$ cat src/rtl/tlb_pkg.sv
package tlb_pkg;
  localparam int TLB_VPN_W  = 20;
  localparam int TLB_PPN_W  = 20;
  localparam int TLB_ATTR_W = 8;
  localparam int TLB_SETS   = 16;
  localparam int TLB_WAYS   = 2;
  localparam int TLB_LOCK_N = 8;

  // strobes from control to datapath
  typedef struct packed {
    logic clrAll;   // flush main region
    logic clrOne;   // flush matching entry in both regions
    logic mainWr;   // write a main-region way
    logic lockWr;   // write a pinned slot
  } tlbStrobe_t;
endpackage

$ cat src/rtl/tlb_ctrl.sv
module tlb_ctrl
  import tlb_pkg::*;
#(
  parameter int SETS   = TLB_SETS,
  parameter int WAYS   = TLB_WAYS,
  parameter int LOCK_N = TLB_LOCK_N,
  localparam int SET_W  = $clog2(SETS),
  localparam int WAY_W  = (WAYS > 1) ? $clog2(WAYS) : 1,
  localparam int LOCK_W = $clog2(LOCK_N)
) (
  input  logic              clk,
  input  logic              rstN,
  input  logic              fillValid,
  input  logic [SET_W-1:0]  fillSet,
  input  logic              invAll,
  input  logic              invOne,
  input  logic              cfgWrite,
  input  logic [LOCK_W:0]   cfgData,
  input  logic              fillResident,
  input  logic [WAY_W-1:0]  fillResidentWay,
  output tlbStrobe_t        strobe,
  output logic [WAY_W-1:0]  fillWay,
  output logic [LOCK_W-1:0] lockIdx
);
  logic             pinFlag;
  logic [WAY_W-1:0] rrPtr [SETS];
  logic             fillOk;

  // any flush in the same cycle drops the fill
  assign fillOk        = fillValid && !invAll && !invOne;
  assign strobe.clrAll = invAll;
  assign strobe.clrOne = invOne;
  assign strobe.mainWr = fillOk && !pinFlag;
  assign strobe.lockWr = fillOk && pinFlag;

  // reuse the resident way, else R3: round-robin victim
  assign fillWay = fillResident ? fillResidentWay : rrPtr[fillSet];

  // placement register
  always_ff @(posedge clk or negedge rstN) begin
    if (!rstN) begin
      pinFlag <= 1'b0;
      lockIdx <= '0;
    end else if (cfgWrite) begin
      pinFlag <= cfgData[LOCK_W];
      lockIdx <= cfgData[LOCK_W-1:0];
    end
  end

  always_ff @(posedge clk or negedge rstN) begin
    if (!rstN) begin
      for (int s = 0; s < SETS; s++) rrPtr[s] <= '0;
    end else if (strobe.mainWr && !fillResident) begin
      if (rrPtr[fillSet] == WAY_W'(WAYS - 1)) rrPtr[fillSet] <= '0;
      else                                    rrPtr[fillSet] <= rrPtr[fillSet] + 1'b1;
    end
  end
endmodule

$ cat src/rtl/tlb_dp.sv
module tlb_dp
  import tlb_pkg::*;
#(
  parameter int VPN_W  = TLB_VPN_W,
  parameter int PPN_W  = TLB_PPN_W,
  parameter int ATTR_W = TLB_ATTR_W,
  parameter int SETS   = TLB_SETS,
  parameter int WAYS   = TLB_WAYS,
  parameter int LOCK_N = TLB_LOCK_N,
  localparam int SET_W  = $clog2(SETS),
  localparam int WAY_W  = (WAYS > 1) ? $clog2(WAYS) : 1,
  localparam int LOCK_W = $clog2(LOCK_N)
) (
  input  logic              clk,
  input  logic              rstN,
  input  tlbStrobe_t        strobe,
  input  logic [WAY_W-1:0]  fillWay,
  input  logic [LOCK_W-1:0] lockIdx,
  input  logic              lookupValid,
  input  logic [VPN_W-1:0]  lookupVpn,
  input  logic [VPN_W-1:0]  fillVpn,
  input  logic [PPN_W-1:0]  fillPpn,
  input  logic [ATTR_W-1:0] fillAttr,
  input  logic [VPN_W-1:0]  invVpn,
  output logic              fillResident,
  output logic [WAY_W-1:0]  fillResidentWay,
  output logic              respValid,
  output logic              respHit,
  output logic [PPN_W-1:0]  respPpn,
  output logic [ATTR_W-1:0] respAttr
);
  logic              mainValid [SETS][WAYS];
  logic [VPN_W-1:0]  mainTag   [SETS][WAYS];
  logic [PPN_W-1:0]  mainPpn   [SETS][WAYS];
  logic [ATTR_W-1:0] mainAttr  [SETS][WAYS];
  logic              lockValid [LOCK_N];
  logic [VPN_W-1:0]  lockTag   [LOCK_N];
  logic [PPN_W-1:0]  lockPpn   [LOCK_N];
  logic [ATTR_W-1:0] lockAttr  [LOCK_N];

  logic [SET_W-1:0] lkSet, fillSet, invSet;
  logic [WAYS-1:0]   lkMainHit, fillMainHit, invMainHit;
  logic [LOCK_N-1:0] lkLockHit, invLockHit;

  assign lkSet   = lookupVpn[SET_W-1:0];
  assign fillSet = fillVpn[SET_W-1:0];
  assign invSet  = invVpn[SET_W-1:0];

  for (genvar w = 0; w < WAYS; w++) begin : gWay
    assign lkMainHit[w]   = mainValid[lkSet][w]   && (mainTag[lkSet][w]   == lookupVpn);
    assign fillMainHit[w] = mainValid[fillSet][w] && (mainTag[fillSet][w] == fillVpn);
    assign invMainHit[w]  = mainValid[invSet][w]  && (mainTag[invSet][w]  == invVpn);
  end

  for (genvar i = 0; i < LOCK_N; i++) begin : gLock
    assign lkLockHit[i]  = lockValid[i] && (lockTag[i] == lookupVpn);
    assign invLockHit[i] = lockValid[i] && (lockTag[i] == invVpn);
  end

  // resident-way probe for fills
  always_comb begin
    fillResident    = |fillMainHit;
    fillResidentWay = '0;
    for (int w = WAYS - 1; w >= 0; w--)
      if (fillMainHit[w]) fillResidentWay = WAY_W'(w);
  end

  // lookup select: pinned region overrides main region
  logic              lkHit;
  logic [PPN_W-1:0]  lkPpn;
  logic [ATTR_W-1:0] lkAttr;

  always_comb begin
    lkHit  = 1'b0;
    lkPpn  = '0;
    lkAttr = '0;
    for (int w = WAYS - 1; w >= 0; w--) begin
      if (lkMainHit[w]) begin
        lkHit  = 1'b1;
        lkPpn  = mainPpn[lkSet][w];
        lkAttr = mainAttr[lkSet][w];
      end
    end
    for (int i = LOCK_N - 1; i >= 0; i--) begin
      if (lkLockHit[i]) begin
        lkHit  = 1'b1;
        lkPpn  = lockPpn[i];
        lkAttr = lockAttr[i];
      end
    end
  end

  // main-region valid bits
  always_ff @(posedge clk or negedge rstN) begin
    if (!rstN) begin
      for (int s = 0; s < SETS; s++)
        for (int w = 0; w < WAYS; w++) mainValid[s][w] <= 1'b0;
    end else if (strobe.clrAll) begin
      for (int s = 0; s < SETS; s++)
        for (int w = 0; w < WAYS; w++) mainValid[s][w] <= 1'b0;
    end else begin
      if (strobe.clrOne)
        for (int w = 0; w < WAYS; w++)
          if (invMainHit[w]) mainValid[invSet][w] <= 1'b0;
      if (strobe.mainWr) mainValid[fillSet][fillWay] <= 1'b1;
    end
  end

  // pinned-region valid bits: untouched by clrAll
  always_ff @(posedge clk or negedge rstN) begin
    if (!rstN) begin
      for (int i = 0; i < LOCK_N; i++) lockValid[i] <= 1'b0;
    end else begin
      if (strobe.clrOne)
        for (int i = 0; i < LOCK_N; i++)
          if (invLockHit[i]) lockValid[i] <= 1'b0;
      if (strobe.lockWr) lockValid[lockIdx] <= 1'b1;
    end
  end

  // payload storage, no reset needed behind the valid bits
  always_ff @(posedge clk) begin
    if (strobe.mainWr) begin
      mainTag[fillSet][fillWay]  <= fillVpn;
      mainPpn[fillSet][fillWay]  <= fillPpn;
      mainAttr[fillSet][fillWay] <= fillAttr;
    end
    if (strobe.lockWr) begin
      lockTag[lockIdx]  <= fillVpn;
      lockPpn[lockIdx]  <= fillPpn;
      lockAttr[lockIdx] <= fillAttr;
    end
  end

  // registered response
  always_ff @(posedge clk or negedge rstN) begin
    if (!rstN) begin
      respValid <= 1'b0;
      respHit   <= 1'b0;
      respPpn   <= '0;
      respAttr  <= '0;
    end else begin
      respValid <= lookupValid;
      respHit   <= lookupValid && lkHit;
      respPpn   <= lookupValid ? lkPpn  : '0;
      respAttr  <= lookupValid ? lkAttr : '0;
    end
  end
endmodule

$ cat src/rtl/tlb_lockdown.sv
module tlb_lockdown
  import tlb_pkg::*;
#(
  parameter int VPN_W  = TLB_VPN_W,
  parameter int PPN_W  = TLB_PPN_W,
  parameter int ATTR_W = TLB_ATTR_W,
  parameter int SETS   = TLB_SETS,
  parameter int WAYS   = TLB_WAYS,
  parameter int LOCK_N = TLB_LOCK_N,
  localparam int SET_W  = $clog2(SETS),
  localparam int WAY_W  = (WAYS > 1) ? $clog2(WAYS) : 1,
  localparam int LOCK_W = $clog2(LOCK_N)
) (
  input  logic              clk,
  input  logic              rstN,
  input  logic              lookupValid,
  input  logic [VPN_W-1:0]  lookupVpn,
  input  logic              fillValid,
  input  logic [VPN_W-1:0]  fillVpn,
  input  logic [PPN_W-1:0]  fillPpn,
  input  logic [ATTR_W-1:0] fillAttr,
  input  logic              cfgWrite,
  input  logic [LOCK_W:0]   cfgData,
  input  logic              invAll,
  input  logic              invOne,
  input  logic [VPN_W-1:0]  invVpn,
  output logic              respValid,
  output logic              respHit,
  output logic [PPN_W-1:0]  respPpn,
  output logic [ATTR_W-1:0] respAttr
);
  tlbStrobe_t        strobe;
  logic [WAY_W-1:0]  fillWay;
  logic [LOCK_W-1:0] lockIdx;
  logic              fillResident;
  logic [WAY_W-1:0]  fillResidentWay;

  tlb_ctrl #(.SETS(SETS), .WAYS(WAYS), .LOCK_N(LOCK_N)) uCtrl (
    .clk(clk), .rstN(rstN),
    .fillValid(fillValid), .fillSet(fillVpn[SET_W-1:0]),
    .invAll(invAll), .invOne(invOne),
    .cfgWrite(cfgWrite), .cfgData(cfgData),
    .fillResident(fillResident), .fillResidentWay(fillResidentWay),
    .strobe(strobe), .fillWay(fillWay), .lockIdx(lockIdx)
  );

  tlb_dp #(.VPN_W(VPN_W), .PPN_W(PPN_W), .ATTR_W(ATTR_W),
           .SETS(SETS), .WAYS(WAYS), .LOCK_N(LOCK_N)) uDp (
    .clk(clk), .rstN(rstN),
    .strobe(strobe), .fillWay(fillWay), .lockIdx(lockIdx),
    .lookupValid(lookupValid), .lookupVpn(lookupVpn),
    .fillVpn(fillVpn), .fillPpn(fillPpn), .fillAttr(fillAttr),
    .invVpn(invVpn),
    .fillResident(fillResident), .fillResidentWay(fillResidentWay),
    .respValid(respValid), .respHit(respHit),
    .respPpn(respPpn), .respAttr(respAttr)
  );
endmodule

$ cat config.mk
export PLATFORM = sky130hd
export DESIGN_NAME = tlb_lockdown
export DESIGN_NICKNAME = d
export VERILOG_FILES = /design/src/rtl/tlb_pkg.sv /design/src/rtl/tlb_ctrl.sv /design/src/rtl/tlb_dp.sv /design/src/rtl/tlb_lockdown.sv
export SDC_FILE = /design/constraint.sdc
export NUM_CORES = 2
export LEC_CHECK = 0
export BUFFER_PORTS_ARGS = -buffer_cell sky130_fd_sc_hd__buf_2
export CORE_UTILIZATION = 63
export CTS_BUF_LIST = sky130_fd_sc_hd__clkbuf_16
export DETAILED_ROUTE_END_ITERATION = 6
export PLACE_DENSITY_LB_ADDON = 0.08
export SLEW_MARGIN = 20
export SYNTH_ARGS = -nofsm -noshare
export SYNTH_HDL_FRONTEND = slang
export SYNTH_HIERARCHICAL = 1
export SYNTH_SLANG_ARGS = --single-unit
$ cat constraint.sdc
create_clock -name clk -period 9.44 [get_ports clk]
set_input_delay 2.36 -clock clk [delete_from_list [all_inputs] [get_ports clk]]
set_output_delay 2.36 -clock clk [all_outputs]
set_load 0.01 [all_outputs]
# Word-level counts from Yosys, hierarchy flattened

Memory sizes are Yosys's and may differ from the RTL's.
Index checks and enable logic that the tools add are counted.

Bits in writable memories: 1920
Memories kept: 6
Word-level logic and storage cells: 238
Register bits after elaboration: 90
Output and inout bits: 30

Memory list:

| memory       | words | bits a word | rd ports | clocked after memory_dff | wr ports | RTL line     | text |
|---|---|---|---|---|---|---|---|
| uDp.mainPpn  | 16    | 40          | 1        | 0                        | 1        | tlb_dp.sv:34 | `logic [PPN_W-1:0] mainPpn [SETS][WAYS];` |
| uDp.mainTag  | 16    | 40          | 3        | 0                        | 1        | tlb_dp.sv:33 | `logic [VPN_W-1:0] mainTag [SETS][WAYS];` |
| uDp.mainAttr | 16    | 16          | 1        | 0                        | 1        | tlb_dp.sv:35 | `logic [ATTR_W-1:0] mainAttr [SETS][WAYS];` |
| uDp.lockPpn  | 8     | 20          | 8        | 0                        | 1        | tlb_dp.sv:38 | `logic [PPN_W-1:0] lockPpn [LOCK_N];` |
| uDp.lockTag  | 8     | 20          | 8        | 0                        | 1        | tlb_dp.sv:37 | `logic [VPN_W-1:0] lockTag [LOCK_N];` |
| uDp.lockAttr | 8     | 8           | 8        | 0                        | 1        | tlb_dp.sv:39 | `logic [ATTR_W-1:0] lockAttr [LOCK_N];` |

Mux-type cells: 88
$add $sub $neg: 1
Bitwise gates (word level): 13
Reduce and logical (&&, ||, !) cells: 37
Equal/unequal tests: 22
Order comparisons: 9

Operators with widths:

| kind                                                                  | count |
|---|---|
| 20-bit equality test                                                  | 22 |
| 32-bit two-way mux                                                    | 8 |
| 20-bit two-way mux                                                    | 12 |
| 8-bit two-way mux                                                     | 14 |
| 32-bit bitwise AND                                                    | 2 |
| 32-bit NOT                                                            | 2 |
| 40-bit two-way mux                                                    | 1 |
| 1-bit logical AND                                                     | 32 |
| 16-bit two-way mux                                                    | 2 |
| 32-bit bitwise OR                                                     | 1 |
| 1-bit two-way mux                                                     | 30 |
| 2-bit binary-select mux with 4-bit select                             | 3 |
| 2-bit demux with 4-bit select                                         | 3 |
| 20-bit demux with 1-bit select                                        | 1 |
| 16-bit bitwise AND                                                    | 1 |
| 16-bit bitwise mux                                                    | 1 |
| 2-bit two-way mux                                                     | 8 |
| 16-bit NOT                                                            | 1 |
| 5-bit >= comparator (second input constant)                           | 3 |
| 4-bit NOT with 5-bit output                                           | 3 |
| 5-bit by 1-bit < comparator with 1-bit output (second input constant) | 2 |
| 8-bit demux with 1-bit select                                         | 1 |
| 8-bit bitwise OR                                                      | 1 |
| 1-bit binary-select mux with 4-bit select                             | 1 |
| other kinds (12)                                                      | 15 |

# Depth between registers and ports, before layout

Word-level depth: 18
Mapped depth: 21

# Modules after synthesis

The synthesis kept the hierarchy.

By module, submodules not included:

| module   | cells an instance | area an instance (um^2) | instances | seq. area each (um^2) |
|---|---|---|---|---|
| tlb_dp   | 4769              | 89772.3                 | 1         | 59407.0 |
| tlb_ctrl | 91                | 1107.3                  | 1         | 500.5 |

# Worst setup path after synthesis

No wires, ideal clock.

Path type: input -> register
Start: input port fillVpn[0]
End: memory uDp/mainAttr[12][10] in the netlist's numbering (enable)
Arrival time: 9.671 ns
Library setup time: 0.518 ns
Setup slack: -0.749 ns
Stages: 14
Cell sequence: clkbuf_1 -> clkbuf_1 -> buf_1 -> mux4_2 -> mux4_2 -> xnor2_1 -> nand4_1 -> nor4_1 -> nand4_1 -> nand2_1 -> mux2_2 -> nor2b_1 -> nand3_1 -> nor3_1

Elaborated cells on any way between the ends: 23
Classes of those cells: order compare (2); eq/ne (2); mux (12); bitwise (2); reduce/logical (4); memory (1)

RTL lines:

| what                                                                                                              | RTL line           | text |
|---|---|---|
| start: declaration                                                                                                | tlb_lockdown.sv:19 | `input logic [VPN_W-1:0] fillVpn,` |
| branches (longest 5 deep; another with memory 16 x 40 bit)                                                        | n/a                |  |
| 2-bit OR reduction (*)                                                                                            | tlb_dp.sv:62       | `fillResident = \|fillMainHit;` |
| via fillResident                                                                                                  | tlb_lockdown.sv:35 | `logic fillResident;` |
| 1-bit two-way mux (*)                                                                                             | tlb_ctrl.sv:37     | `assign fillWay = fillResident ? fillResidentWay : rrPtr[fillSet];` |
| via fillWay                                                                                                       | tlb_lockdown.sv:33 | `logic [WAY_W-1:0] fillWay;` |
| 1-bit NOT with 2-bit output (not written as such) (*)                                                             | tlb_dp.sv:126      | `mainAttr[fillSet][fillWay] <= fillAttr;` |
| 2-bit >= comparator (not written as such) / 2-bit by 1-bit < comparator with 1-bit output (equally long branches) | tlb_dp.sv:126      |  |
| 1-bit logical AND (not written as such)                                                                           | tlb_dp.sv:126      |  |
| 8-bit two-way mux (not written as such)                                                                           | tlb_dp.sv:126      |  |
| 8-bit demux with 1-bit select (*)                                                                                 | tlb_dp.sv:126      |  |
| 16-bit two-way mux (not written as such) (*)                                                                      | tlb_dp.sv:126      |  |
| end: declaration                                                                                                  | tlb_dp.sv:35       |  |

Mark *: on every way through the listed nets, which the timed path passes. The select of a mux whose other input is x is not followed.

# Worst setup path after layout

Start: input port fillVpn[0]
End: memory uDp/mainTag[12][29] in the netlist's numbering (enable)

Elaborated cells on any way between the ends: 23
Classes of those cells: order compare (2); eq/ne (2); mux (12); bitwise (2); reduce/logical (4); memory (1)

RTL lines:

| what                                                                                                              | RTL line           | text |
|---|---|---|
| branches (longest 5 deep; another with memory 16 x 40 bit)                                                        | n/a                |  |
| 2-bit OR reduction (*)                                                                                            | tlb_dp.sv:62       |  |
| via fillResident                                                                                                  | tlb_lockdown.sv:35 |  |
| 1-bit two-way mux (*)                                                                                             | tlb_ctrl.sv:37     |  |
| via fillWay                                                                                                       | tlb_lockdown.sv:33 |  |
| 1-bit NOT with 2-bit output (not written as such) (*)                                                             | tlb_dp.sv:124      | `mainTag[fillSet][fillWay] <= fillVpn;` |
| 2-bit >= comparator (not written as such) / 2-bit by 1-bit < comparator with 1-bit output (equally long branches) | tlb_dp.sv:124      |  |
| 1-bit logical AND (not written as such)                                                                           | tlb_dp.sv:124      |  |
| 20-bit two-way mux (not written as such)                                                                          | tlb_dp.sv:124      |  |
| 20-bit demux with 1-bit select (*)                                                                                | tlb_dp.sv:124      |  |
| 40-bit two-way mux (not written as such) (*)                                                                      | tlb_dp.sv:124      |  |
| end: declaration                                                                                                  | tlb_dp.sv:33       |  |

Marks and branches as above.

==> impl_metrics.ini <==
[setup_path]
reg2reg_from = uDp/mainTag[4][26]
cp_max_fo = 75
crit_slowest_cell = buf_4
critPathLaunchType = input pin
r2r_end = uDp/mainTag[12][29]
rrSetupSlack_ns = 3.98
path_cells = buf_8, buf_4, mux4_2, mux4_2, xnor2_1, o2111ai_1, a211oi_1, nand4_1, nand2_1, mux2_2, nor2b_1, nand3_1, nor3_4, buf_4
cp.arrival_ns = 7.93
reg2regPathDepth = 12
slowest_delay_ns = 0.66
path_class = in -> reg
cp-startpoint = fillVpn[0]
endpoint = uDp/mainTag[12][29]
worstPathRequired_ns = 9.87
endpoint_kind = flop

[global_routing]
grt_use_total_pct = 37.1
antenna_found_initial = 10
grt_pass1_vias = 52100
grt_max_degree = 108
grt_first_pass_wirelength_um = 380000
overflow = 0

[synthesis]
synth_cell_types = 80
yosys-top-cells-area = edfxtp_1, mux4_2, xnor2_1
ys_seq_elements = 2010
syn-instance-count = 4860
synth_top_area_share_pct = 63.4
synth_area_um2 = 90900
dominantRegCellSynth = edfxtp_1
synth_edf_count = 1920
syn_nets = 4959
avgSynthCellArea_um2 = 18.7
synth_top_area_cell = edfxtp_1
yosysSeqAreaShare_pct = 65.9
ys_warn_count = 6
async_flop_share_pct = 4.48

[cts]
cts_num_sinks = 2010
numCtsBuffers = 198
cts_setup_buffers = 0
cts_root_buf = clkbuf_16
postCtsHoldBufs = 0
clk_latency_ns = 0.85
tritoncts = done
cts_resized = 0
clock_path_buffers = 3
htree_levels = 4
clk_pin_slew_ns = 0.06

[floorplanning]
start_util_pct = 63.4
core_um2 = 143000
die_w_um = 382
rows = 139
fp.dieArea_um2 = 146000
ios = 129
die_h_um = 382

[sta]
setup-tns-final_ns = 0
setup_viol = 0
finalClockSkew_ns = 0.0563
fin_crit_sh_pct = 79.4
max_freq_mhz = 133
tightestPinTransition_ns = 1.06
slew_headroom_pct = 28.7
postLayoutSetupSlackWorst_ns = 1.94
whs_ns = 0.483
rsz0062_at_grt = no
drv_slew = 0
hold_viol_final = 0
fin_crit_ns = 7.50

[power_and_ir_drop]
irDropWorstVdd_uv = 155
leakage_nw = 32.4
powerDensity_nw_per_um2 = 190

[cells_and_area]
areaGrowthSynthToFinish_pct = 11.2
drive_above_1_share_pct = 28.3
final_cell_mix = edfxtp_1, mux4_2, xnor2_1, clkbuf_16, nand2_1
layout_commonest_cell = edfxtp_1
layout.nets = 5130

[routing]
first_iter_violations = 8061
drt_wl_total_um = 266000
dr.pass1.iters = 6
ant_nets = 0
via_count = 52800
routedWlPerCell_um = 37.5
drc = 0
viasPerCell = 7.43

[placement]
place_ws_ns = 1.16
gp_congestion = 0.918
hpwlAfterDp_um = 161000
portBuffers = 128

[run]
maxCapViolCount = 0

[hold_path]
hold_class = reg -> reg

[status]
status = finished, final reports clean
[cell families (layout without fill, tap and decap cells)]
group / Yosys count / in the layout / synth area share (%)
and+or+nand+nor: 721 / 721 / 4.08
xor gates and xnor gates: 433 / 433 / 4.17
AOI/OAI and AO/OA: 430 / 430 / 3.31
other: 0 / 2 / 0
buffers and inverters: 368 / 705 / 1.84
muxes: 898 / 898 / 20.7
DFF: 2010 / 2010 / 65.9
[area by class of cell]
| cell class | instances | area (µm²) |
|---|---|---|
| fill | 8834 | 42300 |
| sequential | 2010 | 59900 |
| clock inverter | 166 | 1630 |
| inverter | 42 | 163 |
| clock buffer | 200 | 5000 |
| antenna | 2 | 5.00 |
| multi-input combinational | 2482 | 29600 |
| tap | 1903 | 2380 |
| timing repair buffer | 297 | 2320 |
[through the flow]
step	total power, mW	cell area (µm²)	utilization, %	cells
after global placement	11.4	94400	65.9	6733
after global routing	19.7	101000	70.5	7100
after detailed placement	11.4	94400	65.9	6733
after CTS	19.3	101000	70.5	7099
after floorplan	10.8	90900	-	4860
final	19.2	101000	70.5	7102
[metal layers]
metal | vias to the layer above | GRT usage, % | part of all wire (%)
li1 | 20500 | - | -
met2 | 4142 | 55.9 | 46
met4 | 6 | 12.5 | 3.7
met1 | 27500 | 53.0 | 36
met3 | 638 | 10.4 | 14
met5 | - | 0 | 0.018
[worst min-delay path by stage]
stage	startpoint	to	slack [ns]	cells after the start
3_5_place_dp	uDp/lockValid[3]	uDp/lockValid[3]	0.47	1
3_3_place_gp	uDp/lockValid[4]	uDp/lockValid[4]	0.46	1
2_1_floorplan	uDp/lockValid[1]	uDp/lockValid[1]	0.45	1
4_1_cts	uDp/lockValid[7]	uDp/lockValid[7]	0.48	1
5_1_grt	uDp/lockValid[7]	uDp/lockValid[7]	0.50	1
6_report	uDp/lockValid[7]	uDp/lockValid[7]	0.48	1
[report_power, final]
part	switching (mW)	internal [mW]	total [mW]
Clock	3.42	4.60	8.02
Combinational	0.852	0.529	1.38
Sequential	0.0232	9.81	9.83
[synth_stat cells, drive strengths merged (7+ instances only)]
master / count
dfrtp: 90
o21a: 28
o211ai: 13
buf: 184
nand4: 76
nor2: 151
nand2b: 50
o21ai: 88
mux4: 779
a221oi: 24
a21oi: 62
nor3: 43
and3: 9
o221a: 26
clkbuf: 142
a311oi: 27
a22oi: 59
mux2i: 91
edfxtp: 1920
or3b: 7
and2: 12
xor2: 129
a31oi: 15
a211oi: 12
nor2b: 27
xnor2: 304
nor4: 66
inv: 42
or2: 10
o22ai: 34
nand3: 57
a21o: 8
nand2: 183
mux2: 28
[critical path: cells and delay by family]
family | cells | cell delay (ns)
buffers and inverters | 3 | 1.67
xor gates and xnor gates | 1 | 0.29
and+or+nand+nor | 5 | 1.33
AOI/OAI and AO/OA | 2 | 0.54
muxes | 3 | 1.46
[flip-flops by register name, summed over array words and instances, names as in the netlist]
signal,cells
uCtrl/pinFlag,1
uDp/mainTag,640
uDp/respHit,1
uDp/lockPpn,160
uDp/mainValid,32
uDp/respValid,1
uDp/mainAttr,256
uDp/respAttr,8
uDp/lockAttr,64
uDp/mainPpn,640
uCtrl/lockIdx,3
uDp/lockValid,8
uDp/respPpn,20
uCtrl/rrPtr,16
uDp/lockTag,160
(Power assumes the default switching activity.)
